### src/rtl/crc16_ragged.sv
module crc16_ragged #(
  parameter int          DW          = 32,
  parameter int          CW          = 16,
  parameter logic [15:0] POLY        = 16'h8005,
  parameter logic [15:0] INIT        = 16'h0000,
  parameter bit          REFLECT_OUT = 1'b0,
  parameter bit          INVERT_OUT  = 1'b0
) (
  input  logic          clk,
  input  logic          rst_n,
  input  logic          in_valid,
  input  logic          in_start,
  input  logic          in_last,
  input  logic [1:0]    in_bytes,
  input  logic [31:0]   in_data,
  output logic [15:0]   crc_out,
  output logic          crc_done
);
  localparam int LANES = DW / 8;
  localparam int BW    = $clog2(LANES);

  function automatic logic [CW-1:0] fold(input logic [CW-1:0] c,
                                         input logic [DW-1:0] d,
                                         input int nbits);
    logic [CW-1:0] r;
    logic fb;
    r = c;
    for (int i = 0; i < DW; i++) begin
      if (i < nbits) begin
        fb = r[CW-1] ^ d[DW-1-i];
        r  = {r[CW-2:0], 1'b0} ^ (fb ? POLY : '0);
      end
    end
    return r;
  endfunction

  logic [CW-1:0] state_q, res_q, base, nxt, refl, fin;
  logic [CW-1:0] path [LANES];
  logic [BW-1:0] sel;
  logic          done_q;

  assign base = in_start ? INIT : state_q;

  for (genvar k = 1; k <= LANES; k++) begin : g_path
    assign path[k-1] = fold(base, in_data, k * 8);
  end

  assign sel = (in_last && in_bytes != '0) ? in_bytes - 1'b1 : BW'(LANES - 1);
  assign nxt = path[sel];

  for (genvar b = 0; b < CW; b++) begin : g_refl
    assign refl[b] = nxt[CW-1-b];
  end

  assign fin = (REFLECT_OUT ? refl : nxt) ^ (INVERT_OUT ? {CW{1'b1}} : {CW{1'b0}});

  always_ff @(posedge clk) begin
    if (!rst_n) begin
      state_q <= '0;
      res_q   <= '0;
      done_q  <= 1'b0;
    end else begin
      done_q <= in_valid && in_last;
      if (in_valid) state_q <= nxt;
      if (in_valid && in_last) res_q <= fin;
    end
  end

  assign crc_out  = res_q;
  assign crc_done = done_q;

  p_done_after_last_r5: assert property (@(posedge clk) disable iff (!rst_n)
    in_valid && in_last |=> crc_done);
  p_no_spurious_done_r5: assert property (@(posedge clk) disable iff (!rst_n)
    !(in_valid && in_last) |=> !crc_done);
  p_hold_between_r6: assert property (@(posedge clk) disable iff (!rst_n)
    !(in_valid && in_last) |=> $stable(crc_out));
  p_single_word_r4: assert property (@(posedge clk) disable iff (!rst_n)
    in_valid && in_start && in_last |=> crc_done);
endmodule

### config.mk
export PLATFORM = sky130hd
export DESIGN_NAME = crc16_ragged
export DESIGN_NICKNAME = d
export VERILOG_FILES = /design/src/rtl/crc16_ragged.sv
export SDC_FILE = /design/constraint.sdc
export NUM_CORES = 1
export LEC_CHECK = 0
export ABC_AREA = 1
export CORE_UTILIZATION = 55
export DETAILED_ROUTE_END_ITERATION = 12
export MAX_ROUTING_LAYER = met4
export PLACE_DENSITY = 0.82
export REMOVE_ABC_BUFFERS = 1
export SLEW_MARGIN = 20
export SYNTH_ARGS = -nofsm -noshare
export SYNTH_HDL_FRONTEND = slang
export SYNTH_SLANG_ARGS = --single-unit
export TNS_END_PERCENT = 100
### constraint.sdc
create_clock -name clk -period 13.6 [get_ports clk]
set_input_delay 2.72 -clock clk [delete_from_list [all_inputs] [get_ports clk]]
set_output_delay 2.72 -clock clk [all_outputs]
set_load 0.1 [all_outputs]
==> reports/results.tsv, run 1 <==
stage	metric	value	unit
sta	slew_viol_final	0	
floorplan	die_x	80.2	um
worst_hold_path	hold_path_depth	2	
worst_setup_path	slowest_delay	0.47	ns
status	outcome	complete, no violations	
yosys	ys_ff_latch	33	
detailed_routing	ant_nets	0	
yosys	ys_warn_count	0	
grt	grt_pass1_wl	15200	um
clocking	clockBufferDepth	2	
sta	tightestPinTransition	0.978	ns
grt	grt_pass1_vias	3317	
grt	grt.total_usage	0.315	
sta	fin_tns_setup	0	ns
sta	fin_crit_sh	0.594	
worst_hold_path	min_to	crc_out[1]$_SDFFE_PN0P_	
worst_setup_path	r2r_end	crc_out[15]$_SDFFE_PN0P_	
detailed_routing	drt_first_pass_iters	5	
clocking	numCtsBuffers	5	
yosys	synth_area	3360	um^2
worst_setup_path	worstSetupStartpointType	input pin	
floorplan	io_pins	56	
clocking	cts_root_buffer	clkbuf_8	
yosys	postSynthCellCount	516	
sta	rsz0062_at_grt	false	
worst_setup_path	rr_worst_depth	49	
grt	grt_overflow_total	0	
worst_hold_path	holdCritStartpoint	crc_out[1]$_SDFFE_PN0P_	
floorplan	num_rows	28	
grt	grt_max_degree	33	
sta	hold_violations	0	
clocking	htree_num_levels	2	
sta	setup_viol	0	
worst_setup_path	worst_path_max_delay_cell	clkdlybuf4s50_1	
worst_setup_path	worstSetupEndpointType	flop	
placed_design	hpwlAfterDp	7320	um
sta	setup_ws	5.52	ns
worst_setup_path	worst_ep_required_time	13.78	ns
clocking	cts_resized	0	
worst_setup_path	worst-r2r-setup-slack	8.24	ns
yosys	synth_area_leaders	dfxtp_1 20%, xor2_1 11%, inv_1 10%, nand3_1 8.2%, o21ai_0 7.2%	
clocking	cts.clk_slew.worst_paths	0.07	ns
detailed_routing	dr.first_iter.drc_count	260	
floorplan	dieArea	6420	um^2
detailed_routing	post_drt_wl_per_cell	14.6	um
placed_design	dp_cells	629	
worst_setup_path	worstReg2RegStart	state_q[15]$_SDFFE_PN0P_	
detailed_routing	vias	3464	
job	drv_cap	0	
yosys	yosysSeqAreaShare	0.197	
placed_design	post-place-ws	5.33	ns
sta	fmax	124	MHz
layout	finalNonFillerCells	637	
placed_design	gp_congestion	0.980	
worst_setup_path	arrival	8.26	ns
yosys	syn_avg_cell_area	6.51	um^2
grt	antenna_found_initial	0	
detailed_routing	wirelength	9300	um
sta	post-route-min-period	8.08	ns
worst_setup_path	worstSetupPathType	input pin to flop	
clocking	holdBufCountCts	0	
floorplan	die_h	80.2	um
yosys	synth_top_area_cell	dfxtp_1	
sta	relSlewSlack	0.346	
clocking	cts_sinks	33	
sta	holdWs	0.503	ns
layout	fin_nets	601	
worst_hold_path	hold_class	flop to flop	
layout	n_antenna_cell	0	
floorplan	coreArea	5920	um^2
detailed_routing	drc	0	
yosys	synth_cell_type_count	28	
placed_design	port_buffers	55	
layout	drive_gt1_frac	0.142	
floorplan	start_util	0.567	
clocking	cts_tree	yes	
clocking	cts_setup_buffers	0	
yosys	yosysTopAreaCellShare	0.197	
sta	finClkSkew	0.00531	ns
worst_setup_path	cp_max_fo	16	
layout	areaGrowthSynthToFinish	20.9	%
clocking	clock_latency	0.29	ns
worst_setup_path	crit_top_cell	nand2_2	
detailed_routing	avgViaCountPerCell	5.44	
-- layer usage --
metal | vias up | routed length, um | global-route usage
li1 | 1719 | - | -
met1 | 1598 | 3970 | 0.368
met2 | 124 | 4540 | 0.557
met3 | 23 | 543 | 0.0455
met4 | 0 | 237 | 0.0982
met5 | - | 0 | -
-- registers in the layout, summed over array words and instances (netlist names) --
name,flops
crc_out,16
state_q,16
crc_done,1
-- critical path: cells and delay by family --
family	cells	cell delay [ns]
buffers and inverters	3	0.74
and+or+nand+nor	48	4.76
-- cell usage in the layout (no fill, tap or decap), types with 2 or more instances in the layout --
cell type        instances
nand2_1                 58
xnor2_1                 11
nand3_1                 55
nand4_1                  2
nand2_4                  8
nand3_2                 21
o221ai_1                 2
o211ai_1                13
nand3b_1                 2
nand2_2                 28
xor2_2                   3
clkbuf_8                 6
inv_1                   92
a21oi_1                 11
xor2_1                  41
dfxtp_1                 33
inv_2                    4
o21ai_0                 48
o211ai_2                 2
nor2_1                  53
o21bai_1                 3
clkdlybuf4s50_1         55
nand3_4                  4
-- kinds of logic after synthesis --
logic type | count (synthesis) | synth area share
fa+ha+maj | 1 | 0.00372
xor+xnor | 56 | 0.155
simple gates | 232 | 0.378
compound gates | 80 | 0.138
flops | 33 | 0.197
buf+inv | 114 | 0.128
-- cell usage after synthesis --
cell type  instances
nor2_1            53
ha_1               1
nand3b_1           2
xor2_1            41
nand3_4            4
o211ai_1          13
o22ai_1            1
nand2_1           58
a21oi_1           11
buf_1              4
o211ai_2           2
dfxtp_1           33
clkbuf_1          11
nor3_1             1
o21ai_0           48
xor2_2             3
nand3_1           55
xnor2_1           11
nand2_2           28
inv_2              4
nand4_1            2
nand3_2           21
o21bai_1           3
buf_2              3
inv_1             92
o221ai_1           2
xnor2_2            1
nand2_4            8
-- how the worst max path moves through the flow --
stage	cells after the start	startpoint	to
after global placement	53	in_start	crc_out[15]$_SDFFE_PN0P_
after global routing	51	in_start	crc_out[15]$_SDFFE_PN0P_
after floorplan	52	in_start	crc_out[15]$_SDFFE_PN0P_
after detailed placement	53	in_start	crc_out[15]$_SDFFE_PN0P_
final	51	in_start	crc_out[15]$_SDFFE_PN0P_
after CTS	53	in_start	crc_out[15]$_SDFFE_PN0P_
-- stage by stage --
step                utilization  cell area, um^2
floorplan                     -             3290
detailed placement        0.666             3950
global route              0.686             4060
CTS                       0.686             4060
finish                    0.686             4060
global placement          0.666             3950
-- area by class of cell --
type	count	area, um^2
Fill cell	533	1860
Multi-Input combinational cell	369	2270
Inverter	96	360
Tap cell	75	93.8
Clock inverter	1	30.0
Clock buffer	7	86.3
Sequential cell	33	661
Timing Repair Buffer	56	558
Power of run 1 is not shown: default switching activity piles up to over one toggle a cycle in this logic, so the estimate is an artifact.
==> inputs of run 2 (changes only) <==
==> constraint.sdc (replaced) <==
create_clock -name clk -period 7.8 [get_ports clk]
set_input_delay 1.56 -clock clk [delete_from_list [all_inputs] [get_ports clk]]
set_output_delay 1.56 -clock clk [all_outputs]
set_load 0.1 [all_outputs]
==> reports/results.tsv, run 2 (same netlist as run 1, synthesis figures left out) <==
stage	metric	value	unit	change
status	outcome	complete, no violations		
worst_setup_path	crit_family	simple AND/OR/NAND/NOR gates		
sta	fin_tns_setup	0	ns	unchanged
clocking	cts_root_buffer	clkbuf_8		
sta	post-route-min-period	6.87	ns	
detailed_routing	wirelength	9010	um	-3.1%
layout	fin_nets	601		unchanged
grt	grt_pass1_wl	14700	um	-3.8%
layout	drive_gt1_frac	0.144		+0.00178
floorplan	die_h	80.2	um	unchanged
worst_setup_path	worst-r2r-setup-slack	2.49	ns	-5.75 ns
clocking	holdBufCountCts	0		unchanged
clocking	cts_resized	0		unchanged
detailed_routing	vias	3421		-1.2%
clocking	clockBufferDepth	2		unchanged
sta	tightestPinTransition	0.980	ns	+0.00149 ns
clocking	cts_setup_buffers	0		unchanged
detailed_routing	ant_nets	0		unchanged
job	drv_cap	0		unchanged
clocking	cts_tree	yes		
clocking	cts.clk_slew.worst_paths	0.07	ns	about the same
sta	finClkSkew	0.00616	ns	+0.000855 ns
detailed_routing	post_drt_wl_per_cell	14.1	um	-3.1%
grt	grt_overflow_total	0		unchanged
floorplan	num_rows	28		unchanged
layout	final_cell_area	4030	um^2	-0.74%
worst_setup_path	crit_top_cell	nand2_2		
clocking	numCtsBuffers	5		unchanged
worst_setup_path	slowest_delay	0.47	ns	about the same
clocking	htree_num_levels	2		unchanged
detailed_routing	avgViaCountPerCell	5.37		-1.2%
floorplan	coreArea	5920	um^2	unchanged
sta	rsz0062_at_grt	false		
grt	grt_pass1_vias	3242		-2.3%
worst_setup_path	cp.buffers_inverters	3		unchanged
layout	final_common_cell	inv_1		
worst_setup_path	worst_path_max_delay_cell	clkdlybuf4s50_1		
worst_setup_path	worstSetupStartpointType	input pin		
placed_design	gp_congestion	0.980		about the same
grt	busiest_layer	met2		
sta	hold_violations	0		unchanged
clocking	clock_latency	0.28	ns	about the same
worst_setup_path	worstSetupEndpointType	flop		
layout	mostFrequentLayoutCells	92 x inv_1, 58 x nand2_1, 55 x nand3_1, 55 x clkdlybuf4s50_1, 53 x nor2_1		
grt	grt.total_usage	0.302		-0.0130
sta	setup_viol	0		unchanged
grt	antenna_found_initial	0		unchanged
grt	use_met1	0.361		-0.00650
floorplan	io_pins	56		unchanged
placed_design	placed_area	3950	um^2	unchanged
worst_setup_path	cp_max_fo	16		unchanged
layout	n_antenna_cell	0		unchanged
floorplan	die_x	80.2	um	unchanged
detailed_routing	drt_first_pass_iters	5		unchanged
placed_design	hpwlAfterDp	7220	um	-1.3%
layout	areaGrowthSynthToFinish	20.0	%	
sta	fin_crit_sh	0.881		
sta	relSlewSlack	0.345		-0.000999
grt	gr-usage-met3	0.0386		-0.00682
clocking	cts_sinks	33		unchanged
worst_setup_path	worstSetupPathType	input pin to flop		
grt	grt_util_met2	0.531		-0.0265
floorplan	dieArea	6420	um^2	unchanged
floorplan	start_util	0.567		unchanged
worst_setup_path	worst_ep_required_time	7.97	ns	-5.81 ns
detailed_routing	drc	0		unchanged
grt	grt_max_degree	33		unchanged
detailed_routing	dr.first_iter.drc_count	268		+3.1%
placed_design	port_buffers	55		unchanged
worst_hold_path	hold_class	flop to flop		
worst_setup_path	arrival	7.04	ns	-1.22 ns
sta	slew_viol_final	0		unchanged
sta	fmax	146	MHz	
run 2: cell types whose count changed in the layout (fill, tap and decap cells not counted):
cell / before / now
clkbuf_1: 1 / 0
clkbuf_8: 6 / 5
clkinv_2: 0 / 2
bufinv_16: 1 / 0
clkinvlp_4: 0 / 1
run 2: metrics by stage:
stage | utilization | setup WS (ns) | hold WS, ns | std cells
finish | 0.681 | 0.930 | 0.507 | 637
global route | 0.681 | 0.387 | 0.521 | 637
CTS | 0.681 | 0.999 | 0.507 | 637
detailed placement | 0.666 | 0.711 | 0.483 | 629
global placement | 0.666 | 1.03 | 0.483 | 629
floorplan | - | 1.90 | 0.450 | 498
run 2: path summary, 6_finish.rpt:
check,start,to,depth (start not counted)
worst max-delay path,in_start,crc_out[9]$_SDFFE_PN0P_,48
worst min-delay path,crc_out[1]$_SDFFE_PN0P_,crc_out[1]$_SDFFE_PN0P_,2
worst max register to register,state_q[15]$_SDFFE_PN0P_,crc_out[9]$_SDFFE_PN0P_,46
worst min register to register,crc_out[1]$_SDFFE_PN0P_,crc_out[1]$_SDFFE_PN0P_,2
run 2: cell type report:
class	instances	area [um^2]
clock inverters	3	17.5
inverters	96	360
clock buffers	5	68.8
fillers	539	1890
flip-flops and latches	33	661
well taps	75	93.8
multi-input cells	369	2270
repair buffers	56	558
run 2: routing by layer:
metal | vias to the layer above | wire, um | part of all wire
met5 | - | 0 | 0
met4 | 0 | 198 | 0.022
met3 | 21 | 472 | 0.052
met2 | 113 | 4420 | 0.49
met1 | 1569 | 3920 | 0.44
li1 | 1718 | - | -
run 2: worst reg2reg max path, delay by kind of cell (launching register included):
family / cells / cell delay, ns
AOI/OAI and AO/OA: 3 / 0.63
xor gates and xnor gates: 1 / 0.17
buffers and inverters: 1 / 0.07
DFF: 1 / 0.42
and+or+nand+nor: 41 / 3.87
Power of run 2 is left out for the same reason.
==> inputs of run 3 (changes only) <==
--- a/config.mk
+++ b/config.mk
@@ -11,8 +11,8 @@
 export MAX_ROUTING_LAYER = met4
 export PLACE_DENSITY = 0.82
 export REMOVE_ABC_BUFFERS = 1
+export SKIP_LAST_GASP = 1
 export SLEW_MARGIN = 20
 export SYNTH_ARGS = -nofsm -noshare
 export SYNTH_HDL_FRONTEND = slang
 export SYNTH_SLANG_ARGS = --single-unit
-export TNS_END_PERCENT = 100
==> results of run 3 <==
Final layout, timing and power as in run 2 (identical DEF).
Power of run 3 is left out for the same reason.
